===== src/rtl/vlset_pkg.sv =====
package vlset_pkg;
  localparam int FIELD_W = 12;
  localparam int IMM_W   = 5;
  localparam int RIDX_W  = 5;
  localparam int CIDX_W  = 3;
  localparam logic [RIDX_W-1:0] CBASE = 5'd8;

  typedef struct packed {
    logic              nop;
    logic              rsvd;
    logic              src_en;
    logic [RIDX_W-1:0] src_addr;
    logic              dst_en;
    logic [RIDX_W-1:0] dst_addr;
    logic [IMM_W-1:0]  imm;
  } vl_dec_t;
endpackage


===== src/rtl/vlset_decode.sv =====
module vlset_decode
  import vlset_pkg::*;
(
  input  logic [FIELD_W-1:0] field_i,
  output vl_dec_t            dec_o
);
  logic              full_form;
  logic [CIDX_W-1:0] c_dst, c_src;
  logic [RIDX_W-1:0] f_reg;

  assign full_form = field_i[11];
  assign c_dst     = field_i[5:3];
  assign c_src     = field_i[2:0];
  assign f_reg     = field_i[4:0];

  always_comb begin
    dec_o          = '0;
    dec_o.imm      = field_i[10:6];
    if (!full_form) begin
      dec_o.nop      = (field_i[10:0] == '0);
      dec_o.src_en   = (c_src != '0);
      dec_o.src_addr = CBASE | {{(RIDX_W-CIDX_W){1'b0}}, c_src};
      dec_o.dst_en   = (c_dst != '0) && !dec_o.nop;
      dec_o.dst_addr = CBASE | {{(RIDX_W-CIDX_W){1'b0}}, c_dst};
    end else if (!field_i[5]) begin
      dec_o.dst_en   = (f_reg != '0);
      dec_o.dst_addr = f_reg;
    end else begin
      dec_o.src_en   = 1'b1;
      dec_o.src_addr = f_reg;
      dec_o.rsvd     = (f_reg == '0);
    end
  end

  always_comb begin
    AST_DEC_EXCL: assert (!(dec_o.rsvd && (dec_o.dst_en || dec_o.nop)));
  end
endmodule


===== src/rtl/vlset_calc.sv =====
module vlset_calc
  import vlset_pkg::*;
#(
  parameter int XLEN = 64,
  parameter int VL_W = 6
) (
  input  logic [IMM_W-1:0] imm_i,
  input  logic             src_en_i,
  input  logic [XLEN-1:0]  src_val_i,
  output logic [VL_W:0]    mvl_new_o,
  output logic [VL_W:0]    vl_new_o
);
  localparam logic [VL_W:0] VL_MAX = {1'b1, {VL_W{1'b0}}};

  logic [XLEN-1:0] mvl_ext;
  logic            clamp;

  assign mvl_new_o = (imm_i == '0) ? VL_MAX : {{(VL_W+1-IMM_W){1'b0}}, imm_i};
  assign mvl_ext   = {{(XLEN-VL_W-1){1'b0}}, mvl_new_o};
  assign clamp     = src_en_i && (src_val_i < mvl_ext);
  assign vl_new_o  = clamp ? src_val_i[VL_W:0] : mvl_new_o;
endmodule


===== src/rtl/vlset_state.sv =====
module vlset_state #(
  parameter int VL_W = 6
) (
  input  logic            clk_i,
  input  logic            rst_ni,
  input  logic            upd_i,
  input  logic [VL_W:0]   mvl_new_i,
  input  logic [VL_W:0]   vl_new_i,
  input  logic            dir_we_i,
  input  logic [VL_W-1:0] dir_data_i,
  output logic [VL_W:0]   vl_o,
  output logic [VL_W:0]   mvl_o
);
  logic [VL_W-1:0] vl_q, mvl_q;

  always_ff @(posedge clk_i or negedge rst_ni) begin
    if (!rst_ni) begin
      vl_q  <= '0;
      mvl_q <= '0;
    end else if (upd_i) begin
      vl_q  <= vl_new_i[VL_W-1:0];
      mvl_q <= mvl_new_i[VL_W-1:0];
    end else if (dir_we_i) begin
      vl_q  <= dir_data_i;
    end
  end

  // stored zero stands for the maximum
  assign vl_o  = {(vl_q == '0), vl_q};
  assign mvl_o = {(mvl_q == '0), mvl_q};
endmodule


===== src/rtl/vlset_unit.sv =====
module vlset_unit
  import vlset_pkg::*;
#(
  parameter int XLEN = 64,
  parameter int VL_W = 6
) (
  input  logic               clk_i,
  input  logic               rst_ni,
  input  logic               valid_i,
  input  logic [FIELD_W-1:0] field_i,
  output logic [RIDX_W-1:0]  rf_raddr_o,
  input  logic [XLEN-1:0]    rf_rdata_i,
  output logic               rf_we_o,
  output logic [RIDX_W-1:0]  rf_waddr_o,
  output logic [XLEN-1:0]    rf_wdata_o,
  input  logic               vl_we_i,
  input  logic [VL_W-1:0]    vl_wdata_i,
  output logic               illegal_o,
  output logic [VL_W:0]      vl_o,
  output logic [VL_W:0]      mvl_o
);
  localparam logic [VL_W:0] VL_MAX = {1'b1, {VL_W{1'b0}}};

  vl_dec_t       dec;
  logic [VL_W:0] mvl_new, vl_new;
  logic          upd;

  vlset_decode u_decode (
    .field_i (field_i),
    .dec_o   (dec)
  );

  vlset_calc #(.XLEN(XLEN), .VL_W(VL_W)) u_calc (
    .imm_i     (dec.imm),
    .src_en_i  (dec.src_en),
    .src_val_i (rf_rdata_i),
    .mvl_new_o (mvl_new),
    .vl_new_o  (vl_new)
  );

  assign upd        = valid_i && !dec.nop && !dec.rsvd;
  assign rf_raddr_o = dec.src_addr;
  assign rf_we_o    = upd && dec.dst_en;
  assign rf_waddr_o = dec.dst_addr;
  assign rf_wdata_o = {{(XLEN-VL_W-1){1'b0}}, vl_new};
  assign illegal_o  = valid_i && dec.rsvd;

  vlset_state #(.VL_W(VL_W)) u_state (
    .clk_i      (clk_i),
    .rst_ni     (rst_ni),
    .upd_i      (upd),
    .mvl_new_i  (mvl_new),
    .vl_new_i   (vl_new),
    .dir_we_i   (vl_we_i && !valid_i),
    .dir_data_i (vl_wdata_i),
    .vl_o       (vl_o),
    .mvl_o      (mvl_o)
  );

  AST_NOP_HOLD: assert property (@(posedge clk_i) disable iff (!rst_ni)
    valid_i && dec.nop |=> $stable(vl_o) && $stable(mvl_o));
  AST_MVL_LOAD: assert property (@(posedge clk_i) disable iff (!rst_ni)
    upd |=> mvl_o == (($past(field_i[10:6]) == '0) ? VL_MAX
                      : {{(VL_W+1-IMM_W){1'b0}}, $past(field_i[10:6])}));
  AST_WB_TRACK: assert property (@(posedge clk_i) disable iff (!rst_ni)
    rf_we_o |=> vl_o[VL_W-1:0] == $past(rf_wdata_o[VL_W-1:0]));
  AST_RSVD_QUIET: assert property (@(posedge clk_i) disable iff (!rst_ni)
    illegal_o |-> !rf_we_o);
  AST_RSVD_HOLD: assert property (@(posedge clk_i) disable iff (!rst_ni)
    illegal_o |=> $stable(vl_o) && $stable(mvl_o));
  AST_DIRECT_LOAD: assert property (@(posedge clk_i) disable iff (!rst_ni)
    vl_we_i && !valid_i |=> vl_o[VL_W-1:0] == $past(vl_wdata_i));
  AST_IDLE_QUIET: assert property (@(posedge clk_i) disable iff (!rst_ni)
    !valid_i |-> !rf_we_o && !illegal_o);
endmodule


===== config.mk =====
export PLATFORM = sky130hd
export DESIGN_NAME = vlset_unit
export DESIGN_NICKNAME = d
export VERILOG_FILES = /design/src/rtl/vlset_pkg.sv /design/src/rtl/vlset_decode.sv /design/src/rtl/vlset_calc.sv /design/src/rtl/vlset_state.sv /design/src/rtl/vlset_unit.sv
export SDC_FILE = /design/constraint.sdc
export NUM_CORES = 1
export LEC_CHECK = 0
export ABC_AREA = 1
export BUFFER_PORTS_ARGS = -buffer_cell sky130_fd_sc_hd__buf_4
export CORE_AREA = 4 4 77 79
export CTS_BUF_LIST = sky130_fd_sc_hd__clkbuf_4 sky130_fd_sc_hd__clkbuf_8
export CTS_CLUSTER_DIAMETER = 80
export DETAILED_ROUTE_END_ITERATION = 6
export DIE_AREA = 0 0 81 83
export PLACE_DENSITY = 0.8
export RECOVER_POWER = 25
export SLEW_MARGIN = 20
export SYNTH_ARGS = -nofsm -noshare
export SYNTH_HDL_FRONTEND = slang
export SYNTH_SLANG_ARGS = --single-unit
export TNS_END_PERCENT = 50

===== constraint.sdc =====
create_clock -name clk_i -period 2.5 [get_ports clk_i]
set_clock_uncertainty 0.1 [all_clocks]
set_input_delay 0.125 -clock clk_i [delete_from_list [all_inputs] [get_ports clk_i]]
set_output_delay 0.125 -clock clk_i [all_outputs]
set_load 0.02 [all_outputs]

### Word level (Yosys, flattened, before mapping)

Cells that the tools add are included.
W data, S select, Z words.

* register bits: 12
* input port bits: 86
* output and inout bits: 90
* word-level logic and storage cells: 32

* $lt $le $gt $ge: 1
* multiplexer cells: 9
* reduce and logical (&&, ||, !) cells: 20

Operator list (count)
* $lt A64 B7 Y1: 1
* $mux W7: 3
* $mux W6: 3
* $logic_not A6 Y1: 2
* $mux W12: 1
* $logic_not A11 Y1: 1
* $logic_not A5 Y1: 2
* $logic_and A1 B1 Y1: 7
* $reduce_bool A3 Y1: 2
* $reduce_bool A5 Y1: 1
* $logic_not A1 Y1: 4
* $mux W1: 2
* $reduce_bool A2 Y1: 1

### Depth between registers and ports, before layout

* depth in word-level cells: 7
* mapped depth: 17
* depth with buffers taken out: 17

### By module

A second synthesis with hierarchy kept.

* cells, all modules: 297
* area total of the unflattened synthesis: 1856.8 um^2

Modules (own cells, without submodules)
* vlset_state: times used 1, cells each 67, area each 586.8 um^2, sequential area each 300.3 um^2
* vlset_calc: times used 1, cells each 115, area each 544.3 um^2, sequential area each 0.0 um^2
* vlset_unit: times used 1, cells each 68, area each 478.0 um^2, sequential area each 0.0 um^2
* vlset_decode: times used 1, cells each 47, area each 247.7 um^2, sequential area each 0.0 um^2

### Worst setup path after synthesis

No wires, ideal clock.

* path kind: in2out
* start point: input field_i[10]
* end point: output rf_wdata_o[6]
* data arrival time: 1.878 ns
* slack: 0.397 ns
* stages on the path: 16
* cells stage by stage: inv_1 > nand2_1 > nor4_2 > inv_1 > ha_1 > inv_1 > nor2_1 > nand3_1 > inv_1 > nand2_1 > nand2_2 > inv_2 > nand2_2 > buf_6 > nor2_1 > a21oi_1

* longest elaborated chain between the ends: 5

RTL lines
* from (decl): RTL line vlset_unit.sv:10 `input logic [FIELD_W-1:0] field_i,`
* $logic_not A5 Y1: RTL line vlset_calc.sv:18 `assign mvl_new_o = (imm_i == '0) ? VL_MAX : {{(VL_W+1-IMM_W){1'b0}}, imm_i};`
* $mux W7 *: RTL line vlset_calc.sv:18
* $lt A64 B7 Y1: RTL line vlset_calc.sv:20 `assign clamp = src_en_i && (src_val_i < mvl_ext);`
* $logic_and A1 B1 Y1: RTL line vlset_calc.sv:20
* $mux W7 *: RTL line vlset_calc.sv:21 `assign vl_new_o = clamp ? src_val_i[VL_W:0] : mvl_new_o;`
* to (decl): RTL line vlset_unit.sv:15 `output logic [XLEN-1:0] rf_wdata_o,`

Every way passes the cells marked *; elsewhere a longest branch is shown, timed or not.

### Worst setup path in the final report

* start point: input field_i[10]
* end point: output rf_wdata_o[0]

The elaborated chain is that of the path after synthesis.

==> metrics.yaml <==
outcome: "finished, final reports clean"
start_util_pct: 37.1
vdd_ir_drop_max_uv: 162
synth_largest_area_cell: "buf_4"
worstPathMaxFanout: 12
setup_tns_ns: 0
cts-root-buf: "clkbuf_8"
crit_type: "in -> out"
grt_max_degree: 14
antenna_found_initial: 0
rr_startpoint: "u_state.vl_q[3]$_DFFE_PN0P_"
dieWidth_um: 81
syn_area_mm2: 0.00198
final_hold_viol_count: 0
cp-startpoint: "field_i[10]"
worstPathArrival_ns: 2.01
diodes: 0
fin_crit_ns: 2.24
core_mm2: 0.00534
netlist-cell-type-count: 32
wl_per_cell_um: 10.6
slew_violations: 0
hpwl_um: 5050
synth_adder_area_share_pct: 3.16
netlist_top_cells_area: "buf_4 22%, dfrtp_1 14%, nand2_1 13%"
instances_no_fill: 527
grt_pass1_vias: 2076
reg2reg_to: "u_state.vl_q[3]$_DFFE_PN0P_"
yosys_most_used_dff: "dfrtp_1"
avgSynthCellArea_um2: 5.90
r2r_cells: 4
cap_violations: 0
finalSetupViolCount: 0
synthCells: 335
cts_buffer_depth: 2
vias: 2210
ioPinCount: 176
end_kind: "output pin"
ys_ff_latch: 11
htreeDepth: 1
drtPass1Iterations: 4
power_density_mw_per_mm2: 303
rsz0062_at_grt: "no"
required_ns: 2.28
worst_hold_slack_ns: 0.0532
dpl.cell_count: 522
overflow: 0
antenna_left: 0
p_leak_nw: 1.62
die_h_um: 83
yosysMostFrequentCell: "nand2_1"
synth-compound-area-share_pct: 8.10
cts_setup_buffers: 0
grt_usage_pct: 15.5
drive_gt1_share_pct: 34.3
synth_top_family_by_area: "simple AND/OR/NAND/NOR gates"
clk_latency_ns: 0.24
ys_seq_area_share_pct: 13.9
cts_sinks: 11
p_total_mw: 0.841
drtIter0Drc: 52
yosys.area_share.simple_pct: 39.7
tightest_slew_ns: 0.593
routed_wl_um: 5580
synth_top_area_share_pct: 22.4
r2r_slack_ns: 1.67
fin_crit_sh_pct: 89.4
nNetsFinal: 547
yosys_warnings: 0
drc_errors: 0
finish.utilization_pct: 52.1
min_path_type: "in -> reg"
cts_tree: "built"
area_growth_pct: 40.5
crit_path_end: "rf_wdata_o[0]"
fmax_mhz: 447
rows: 27
numPortBuffers: 117
critPathLaunchType: "input pin"
vias_per_cell: 4.19
numCtsBuffers: 3
synth-edff-count: 0
grt_first_pass_wirelength_um: 8520
cts.clk_slew.worst_paths_ns: 0.05
gp_congestion: 0.851
die-area_mm2: 0.00672
maxSlewHeadroom_pct: 60.4
async_flop_share_pct: 100
synth_top_cells_by_count: "66 x nand2_1, 59 x buf_4, 57 x nor2_1"
synthXorXnorAreaFrac_pct: 0
synth.mux.area_fraction_pct: 0
[power by group]
part           switching [mW]  leakage, nW  internal (mW)
Combinational           0.261         1.46          0.182
Clock                  0.0644       0.0262          0.123
Sequential             0.0146        0.133          0.197
[kinds of logic (layout without fill, tap and decap cells)]
kind of cell	after synthesis	after routing
AO/OA/AOI/OAI	25	25
buffers and inverters	120	183
other	1	58
AND/OR/NAND/NOR	173	173
flip-flops	11	11
adder cells (fa/ha/maj)	5	5
[metrics by stage]
| stage | area [µm²] | setup WS [ns] |
|---|---|---|
| 2_1_floorplan | 2190 | 0.397 |
| 3_3_place_gp | 2710 | 0.160 |
| 3_5_place_dp | 2710 | 0.0921 |
| 4_1_cts | 2770 | 0.0815 |
| 5_1_grt | 2780 | 0.0291 |
| 6_report | 2780 | 0.264 |
[worst max-delay path, stage by stage]
cell and delay [ns]:
buf_4 0.11, inv_1 0.08, nand2_1 0.09, nor4_4 0.17
inv_1 0.10, ha_1 0.31, nand2_1 0.07, nor2_1 0.04
nor2_1 0.08, nand2_1 0.08, nor2_2 0.10, nand2_2 0.07
inv_2 0.11, nand2_8 0.10, nand2_1 0.10, o21a_1 0.13
buf_4 0.13
[state kept, by name (all words and copies together) (netlist names)]
signal / cells
u_state.vl_q: 6
u_state.mvl_q: 5
[how the worst min path moves through the flow]
stage	start	endpoint	slack, ns	cells past startpoint
6_report	rf_rdata_i[0]	u_state.vl_q[0]$_DFFE_PN0P_	0.05	3
3_3_place_gp	rst_ni	u_state.vl_q[0]$_DFFE_PN0P_	-0.13	1
3_5_place_dp	rst_ni	u_state.mvl_q[0]$_DFFE_PN0P_	-0.13	1
2_1_floorplan	rst_ni	u_state.mvl_q[0]$_DFFE_PN0P_	-0.27	0
4_1_cts	rf_rdata_i[0]	u_state.vl_q[0]$_DFFE_PN0P_	0.05	3
5_1_grt	rf_rdata_i[0]	u_state.vl_q[0]$_DFFE_PN0P_	0.06	3
[layout by cell type (no fill, tap or decap), types with 2 or more instances in the layout]
cell type  instances
inv_4              2
inv_1             50
conb_1            58
nor4_1             3
o21a_1             3
nand2_4            2
buf_4            116
nor2_1            57
o21ai_0           11
nand4_1            2
clkbuf_1           3
o22ai_1            2
o211ai_2           3
o21ai_1            2
a21oi_1            3
clkbuf_8           3
inv_2              7
or2_2              7
nor2_2             6
dfrtp_1           11
nand3_2            2
nand2_1           66
nand3_1           11
nand2_2            4
nor3_1             6
ha_1               5
[timing repair]
item | in CTS | in global routing
hold endpoints to repair | 11 | 0
setup endpoints to repair | 0 | 4
gates resized for setup | 0 | 4
hold buffers | 1 | 0
[cell type report]
cell class | instances | area [µm²]
repair buffers | 120 | 892
multi-input cells | 261 | 1250
fillers | 556 | 2560
flip-flops and latches | 11 | 275
inverters | 59 | 226
well taps | 72 | 90.1
clock buffers | 4 | 48.8
[layer usage]
layer,GRT usage [%],wire [µm],part of all wire [%],up-vias
met2,29.8,3000,54,90
met3,2.28,498,8.9,4
met1,16.9,2030,36,961
met5,0,0,0,-
met4,4.61,59,1.1,0
li1,-,-,-,1155
No activity file was read; power rests on OpenSTA's default activity.
